$ cat src/rtl/dma_trk_pkg.sv
package dma_trk_pkg;
  localparam int unsigned LANES = 4;

  // active-low lane mask for the bytes still owed in this phase
  function automatic logic [LANES-1:0] lane_mask_n(input logic [2:0] left);
    logic [LANES-1:0] m;
    m = '1;
    for (int i = 0; i < LANES; i++) begin
      if (32'(i) < 32'(left)) m[i] = 1'b0;
    end
    return m;
  endfunction
endpackage

$ cat src/rtl/dma_addr_track.sv
module dma_addr_track #(
  parameter int unsigned AW = 32
) (
  input  logic          clk_i,
  input  logic          rst_ni,
  input  logic          we_i,
  input  logic [AW-1:0] wdata_i,
  input  logic          adv_i,
  output logic [AW-1:0] addr_o,
  output logic          align_err_o
);
  localparam logic [AW-1:0] STEP = AW'(dma_trk_pkg::LANES);

  logic [AW-1:0] addr_q;
  logic          err_q;

  always_ff @(posedge clk_i or negedge rst_ni) begin
    if (!rst_ni) begin
      addr_q <= '0;
      err_q  <= 1'b0;
    end else begin
      err_q <= we_i & (|wdata_i[1:0]);
      if (we_i)       addr_q <= {wdata_i[AW-1:2], 2'b00};
      else if (adv_i) addr_q <= addr_q + STEP;
    end
  end

  assign addr_o      = addr_q;
  assign align_err_o = err_q;

  a_r2_addr_step: assert property (@(posedge clk_i) disable iff (!rst_ni)
    (adv_i && !we_i) |=> (addr_q == $past(addr_q) + STEP));
  a_r7_addr_hold: assert property (@(posedge clk_i) disable iff (!rst_ni)
    (!adv_i && !we_i) |=> $stable(addr_q));
endmodule

$ cat src/rtl/dma_byte_count.sv
module dma_byte_count #(
  parameter int unsigned CW = 26
) (
  input  logic          clk_i,
  input  logic          rst_ni,
  input  logic          we_i,
  input  logic [CW-1:0] wdata_i,
  input  logic          step_i,
  input  logic          dis_i,
  output logic [CW-1:0] cnt_o,
  output logic          adv_o,
  output logic          tc_o
);
  localparam logic [CW-1:0] STEP = CW'(dma_trk_pkg::LANES);

  logic [CW-1:0] cnt_q;
  logic          tc_q;
  logic          at_zero, last_phase, dec;

  assign at_zero    = (cnt_q == '0);
  assign last_phase = (cnt_q <= STEP);
  assign adv_o      = step_i & (dis_i | ~at_zero);
  assign dec        = step_i & ~dis_i & ~at_zero;

  always_ff @(posedge clk_i or negedge rst_ni) begin
    if (!rst_ni) begin
      cnt_q <= '0;
      tc_q  <= 1'b0;
    end else begin
      tc_q <= dec & ~we_i & last_phase;
      if (we_i)     cnt_q <= wdata_i;
      else if (dec) cnt_q <= last_phase ? '0 : cnt_q - STEP;
    end
  end

  assign cnt_o = cnt_q;
  assign tc_o  = tc_q;

  a_r4_tc_at_zero: assert property (@(posedge clk_i) disable iff (!rst_ni)
    tc_q |-> (cnt_q == '0));
  a_r6_zero_sticky: assert property (@(posedge clk_i) disable iff (!rst_ni)
    (at_zero && !we_i) |=> (cnt_q == '0));
  a_r8_dis_freeze: assert property (@(posedge clk_i) disable iff (!rst_ni)
    (dis_i && !we_i) |=> $stable(cnt_q));
  a_r3_no_grow: assert property (@(posedge clk_i) disable iff (!rst_ni)
    (!we_i) |=> (cnt_q <= $past(cnt_q)));
endmodule

$ cat src/rtl/dma_lane_decode.sv
module dma_lane_decode #(
  parameter int unsigned CW = 26
) (
  input  logic [CW-1:0] cnt_i,
  input  logic          dis_i,
  output logic [3:0]    be_no
);
  logic [2:0] left;

  always_comb begin
    if (cnt_i >= CW'(dma_trk_pkg::LANES)) left = 3'(dma_trk_pkg::LANES);
    else                                  left = cnt_i[2:0];
    be_no = dis_i ? 4'b0000 : dma_trk_pkg::lane_mask_n(left);
  end
endmodule

$ cat src/rtl/dma_xfer_track.sv
module dma_xfer_track #(
  parameter int unsigned AW = 32,
  parameter int unsigned CW = 26
) (
  input  logic          clk_i,
  input  logic          rst_ni,
  input  logic          addr_we_i,
  input  logic          cnt_we_i,
  input  logic [AW-1:0] wdata_i,
  input  logic          phase_done_i,
  input  logic          cnt_dis_i,
  output logic [AW-1:0] addr_o,
  output logic [CW-1:0] cnt_o,
  output logic [3:0]    be_no,
  output logic          tc_o,
  output logic          xfer_ok_o,
  output logic          align_err_o
);
  logic adv;

  dma_byte_count #(.CW(CW)) u_cnt (
    .clk_i   (clk_i),
    .rst_ni  (rst_ni),
    .we_i    (cnt_we_i),
    .wdata_i (wdata_i[CW-1:0]),
    .step_i  (phase_done_i),
    .dis_i   (cnt_dis_i),
    .cnt_o   (cnt_o),
    .adv_o   (adv),
    .tc_o    (tc_o)
  );

  dma_addr_track #(.AW(AW)) u_addr (
    .clk_i       (clk_i),
    .rst_ni      (rst_ni),
    .we_i        (addr_we_i),
    .wdata_i     (wdata_i),
    .adv_i       (adv),
    .addr_o      (addr_o),
    .align_err_o (align_err_o)
  );

  dma_lane_decode #(.CW(CW)) u_lane (
    .cnt_i (cnt_o),
    .dis_i (cnt_dis_i),
    .be_no (be_no)
  );

  assign xfer_ok_o = cnt_dis_i | (cnt_o != '0);

  a_r1_err_pulse: assert property (@(posedge clk_i) disable iff (!rst_ni)
    align_err_o |=> !align_err_o || $past(addr_we_i));
endmodule

$ cat config.mk
export PLATFORM = sky130hd
export DESIGN_NAME = dma_xfer_track
export DESIGN_NICKNAME = d
export VERILOG_FILES = /design/src/rtl/dma_trk_pkg.sv /design/src/rtl/dma_addr_track.sv /design/src/rtl/dma_byte_count.sv /design/src/rtl/dma_lane_decode.sv /design/src/rtl/dma_xfer_track.sv
export SDC_FILE = /design/constraint.sdc
export NUM_CORES = 1
export LEC_CHECK = 0
export ABC_AREA = 1
export BUFFER_PORTS_ARGS = -buffer_cell sky130_fd_sc_hd__clkbuf_2
export CORE_MARGIN = 4
export CORE_UTILIZATION = 60
export DETAILED_ROUTE_END_ITERATION = 12
export HOLD_SLACK_MARGIN = 0.15
export PLACE_DENSITY = 0.87
export SYNTH_ARGS = -nofsm -noshare
export SYNTH_HDL_FRONTEND = slang
export SYNTH_HIERARCHICAL = 1
export SYNTH_SLANG_ARGS = --single-unit
export TNS_END_PERCENT = 100
$ cat constraint.sdc
create_clock -name clk_i -period 3.8 [get_ports clk_i]
set_input_delay 0.57 -clock clk_i [delete_from_list [all_inputs] [get_ports clk_i]]
set_output_delay 0.57 -clock clk_i [all_outputs]
set_load 0.01 [all_outputs]
# Word level (Yosys, flattened, before mapping)
# Cells that the tools add are included.
# op_classes
n_addsub	2
n_lt_le_gt_ge	6
mux	11
bitwise	11
n_reduce_logical	5
# op_table
cell	count
$mux W26	3
$mux W32	2
$add A32 B3 Y32 const B	1
$ge A26 B3 Y1 const B	1
$le A26 B3 Y1 const B	1
$logic_not A26 Y1	1
$reduce_bool A26 Y1	1
$sub A26 B3 Y26 const B	1
$and A1 B1 Y1	6
$lt A1 B3 Y1 const A	2
$lt A2 B3 Y1 const A	2
$mux W1	4
$mux W4	1
$reduce_bool A2 Y1	2
$mux W3	1
$not A1 Y1	3
$or A1 B1 Y1	2
$reduce_or A2 Y1	1
# totals
reg_bits	60
inputBits	38
wordCells	39

# Depth between registers and ports, before layout
# depth
depth_word	6
mapped_depth	14
mapped_depth_nobuf	13

# Hierarchy
# The synthesis kept the hierarchy.
# by_module_without_submodules
module	n_inst	cells_per_inst	area_each_um2	seq_area_each_um2
dma_byte_count	1	332	2215.9	675.6
dma_addr_track	1	315	2162.1	775.7
dma_lane_decode	1	43	177.7	0.0
dma_xfer_track	1	44	170.2	0.0

# Least setup slack after synthesis
# Ideal clock, no wire load.
# synth_path
path_type	reg2reg
start	register u_cnt.cnt_q[2], in the netlist u_cnt/cnt_o[2]
end	register u_addr.addr_q[2], in the netlist u_addr/addr_o[2]
setup_time_ns	0.087
arrival_time_ns	1.878
required_ns	3.713
slack_ns	1.835
stages_incl_launch_ff	15
path_buffers	2
period_less_slack_ns	1.965
path_cell_list	dfrtp_1 > inv_1 > ha_1 > inv_1 > nor2_1 > nand2_1 > nor2_2 > nand2_4 > nor2_1 > nor2_1 > nor2_1 > buf_2 > buf_2 > nand2_1 > o211ai_1
# synth_via
elab_chain_cells	5
# synth_rtl
item	line	rtl
start, declared	dma_byte_count.sv:16	logic [CW-1:0] cnt_q;
start signal, assigned	dma_byte_count.sv:31	if (we_i) cnt_q <= wdata_i;
start signal, assigned	dma_byte_count.sv:32	else if (dec) cnt_q <= last_phase ? '0 : cnt_q - STEP;
$logic_not A26 Y1	dma_byte_count.sv:20	assign at_zero = (cnt_q == '0);
$not A1 Y1	dma_byte_count.sv:22	assign adv_o = step_i & (dis_i | ~at_zero);
$or A1 B1 Y1	dma_byte_count.sv:22	
$and A1 B1 Y1	dma_byte_count.sv:22	
via adv	dma_xfer_track.sv:19	logic adv;
$reduce_bool A2 Y1 (no line)	--	
end signal, assigned	dma_addr_track.sv:23	if (we_i) addr_q <= {wdata_i[AW-1:2], 2'b00};
end signal, assigned	dma_addr_track.sv:24	else if (adv_i) addr_q <= addr_q + STEP;
end, declared	dma_addr_track.sv:14	logic [AW-1:0] addr_q;
# The timed path passes the listed nets, and every way through them passes these cells.
# A chain may end at the register's enable or synchronous reset.

# Worst setup path in the final report
# layout_path
start	register u_cnt.cnt_q[2], in the netlist u_cnt/cnt_o[2]
end	register u_addr.addr_q[4], in the netlist u_addr/addr_o[4]
# The elaborated chain is that of the path after synthesis.

==> flow_metrics.py <==
metrics = {
    "final_layout": {
        "area_growth_pct": 14.99,
        "post-route-util": 0.7069,
        "antenna_cells": 0,
        "drive_gt1_frac": 0.2134,
        "fin_cells": 936,
        "fin_nets": 872,
    },
    "clock_tree": {
        "cts_setup_buffers": 0,
        "clk_path_buf_depth": 2,
        "clkTransAtPathRegs_ns": 0.07,
        "cts_sinks": 58,
        "cts_resized": 0,
        "htreeDepth": 3,
        "postCtsHoldBufs": 0,
        "root_buffer": "clkbuf_8",
        "cts_tree": "yes",
        "cts_made_buffers": 9,
        "clock_latency_ns": 0.34,
    },
    "detailed_routing": {
        "dr.pass1.iters": 5,
        "final_antenna_net_count": 0,
        "postRouteWirelength_um": 13350,
        "avgViaCountPerCell": 5.323,
        "drt_iter0_drc": 334,
        "post-route-drc-count": 0,
        "avgRoutedWirePerCell_um": 14.26,
        "num_vias": 4982,
    },
    "global_route": {
        "top_usage_layer": "met2",
        "grt-ovfl-total": 0,
        "globalRouteMet3Util": 0.05624,
        "antenna_found_initial": 0,
        "grt_max_degree": 41,
        "grtUsageMet1": 0.3786,
        "grtUsageTotal": 0.2927,
        "use_met2": 0.4926,
        "grt_pass1_wl_um": 22800,
        "grt_pass1_vias": 4790,
    },
    "logic_synthesis": {
        "yosys-top-cells-area": "dfrtp_1 31%, nand2_1 21%, inv_1 8.0%",
        "ys.flop_type": "dfrtp_1",
        "synth_largest_area_cell": "dfrtp_1",
        "avgSynthCellArea_um2": 6.438,
        "netlist_instances": 734,
        "synth-async-reset-ratio": 1.000,
        "synth_top_area_frac": 0.3071,
        "synth_seq_cells": 58,
        "synth_edf_count": 0,
        "ys_warn_count": 6,
        "syn-cell-area_um2": 4726,
        "yosys.cell_types.count": 36,
        "yosysSeqAreaShare": 0.3071,
    },
    "hold_path": {
        "hp-class": "in2async",
    },
    "power": {
        "ir_drop_mv": 0.2350,
        "leakagePower_nw": 2.917,
        "power_density_nw_per_um2": 351.2,
    },
    "timing": {
        "hold_ws_ns": 0.4041,
        "hold_viol": 0,
        "fin_worst_skew_ns": 0.01201,
        "rsz0062_at_grt": "false",
        "setup_viol": 0,
        "tightest_slew_ns": 1.044,
        "relSlewSlack": 0.3038,
        "fin_crit_ns": 2.516,
        "slew_violations": 0,
        "finalCritPeriodShare": 0.6621,
        "setup_slack_ns": 1.284,
        "fmax_ghz": 0.3975,
        "setup_tns_ns": 0,
    },
    "critical_path": {
        "worstPathArrival_ns": 2.77,
        "cp-start-kind": "flip-flop",
        "critPathMaxStageDelay_ns": 0.57,
        "cp-end-kind": "flip-flop",
        "path_max_fanout": 21,
        "slowest_stage": "inv_1",
        "cp_top_family": "simple AND/OR/NAND/NOR gates",
        "worst-path-buf-inv": 3,
        "worstPathRequired_ns": 4.06,
        "crit_type": "reg2reg",
        "path_cells": "inv_1, ha_1, inv_1, nor2_1, nand2_1, nor2_2, nand2_4, nor2_1, nor2_1, nand2_2, inv_1, nand2_1, o211ai_1",
    },
    "job": {
        "max_cap_viol_count": 0,
    },
    "place": {
        "post-dp-hpwl_um": 9879,
        "numPlacedInstances": 921,
        "dp_slack_ns": 1.351,
        "io_buffers": 100,
        "gp_congestion": 0.8991,
    },
    "outcome": {
        "outcome": "complete, no violations",
    },
    "floorplanning": {
        "core_area_um2": 7687,
        "start_util": 0.6147,
        "num_rows": 32,
        "die_y_um": 96.75,
        "io_pins": 103,
        "dieArea_um2": 9361,
        "die_w_um": 96.75,
    },
}
synthesized netlist by cell type (4+ instances only):
| cell type | instances |
|---|---|
| nor2_4 | 9 |
| xor2_1 | 15 |
| nor2_1 | 97 |
| a22oi_1 | 20 |
| dfrtp_1 | 58 |
| nand2_1 | 269 |
| ha_1 | 4 |
| o21bai_1 | 5 |
| nand2_2 | 10 |
| nand3_1 | 55 |
| xnor2_1 | 11 |
| nand3_2 | 17 |
| nor2_2 | 15 |
| o21ai_0 | 5 |
| inv_1 | 101 |
| buf_2 | 6 |
flip-flops by register name (all words and copies together), names as in the netlist:
name	flops
u_addr/align_err_o	1
u_cnt/cnt_o	26
u_cnt/tc_o	1
u_addr/addr_o	30
stage by stage:
| step | instance area [um^2] | power [mW] |
|---|---|---|
| floorplan | 4730 | 1.119 |
| detailed placement | 5230 | 1.305 |
| global route | 5434 | 2.022 |
| finish | 5434 | 1.908 |
| global placement | 5230 | 1.284 |
| CTS | 5434 | 1.907 |
where the power goes:
part / switching, mW / internal (mW)
Sequential: 0.130 / 0.682
Combinational: 0.304 / 0.186
Clock: 0.254 / 0.353
Total: 0.688 / 1.22
layer usage:
layer / vias to the layer above / wire length (um)
met5: - / 0
met4: 0 / 315
met3: 28 / 1064
met2: 226 / 6576
met1: 2296 / 5394
li1: 2432 / -
logic make-up (layout without fill, tap and decap cells):
kind of cell / Yosys count / after routing / synth area share
other: 1 / 2 / 0.0007935
and+or+nand+nor: 484 / 484 / 0.4636
adders and majority gates: 4 / 4 / 0.01059
DFF: 58 / 58 / 0.3071
AOI/OAI and AO/OA: 37 / 37 / 0.05401
buffers and inverters: 124 / 223 / 0.1157
xor gates and xnor gates: 26 / 26 / 0.04819
cell usage in the layout (no fill, tap or decap), types with 4 or more instances in the layout:
cell / count
o21ai_0: 5
nor2_2: 16
o21bai_1: 5
xnor2_1: 11
a22oi_1: 20
clkbuf_8: 12
ha_1: 4
nand2_2: 10
nand3_2: 17
clkbuf_2: 100
xor2_1: 15
dfrtp_1: 58
nand3_1: 55
nor2_1: 96
nor2_4: 9
nand2_1: 269
inv_1: 101
worst paths after layout:
kind / slack [ns] / cells past startpoint / endpoint / startpoint
max: 1.28 / 13 / u_addr/addr_o[4]$_DFFE_PN0N_ / u_cnt/cnt_o[2]$_DFFE_PN0P_
min: 0.40 / 1 / u_addr/align_err_o$_DFF_PN0_ / rst_ni
max reg2reg: 1.28 / 13 / u_addr/addr_o[4]$_DFFE_PN0N_ / u_cnt/cnt_o[2]$_DFFE_PN0P_
min reg2reg: 0.56 / 2 / u_addr/addr_o[31]$_DFFE_PN0N_ / u_addr/addr_o[31]$_DFFE_PN0N_
max in group asynchronous: 2.52 / 2 / u_cnt/cnt_o[9]$_DFFE_PN0P_ / rst_ni
min in group clk_i: 0.45 / 3 / u_cnt/cnt_o[1]$_DFFE_PN0P_ / wdata_i[1]
final cells by class:
class | count | area [um^2]
clock buffer | 13 | 168.9
clock inverter | 2 | 35.03
fill | 704 | 2253
inverter | 105 | 394.1
multi-input combinational | 553 | 2734
sequential | 58 | 1451
tap | 102 | 127.6
timing repair buffer | 103 | 523.0
(Power assumes the default switching activity.)
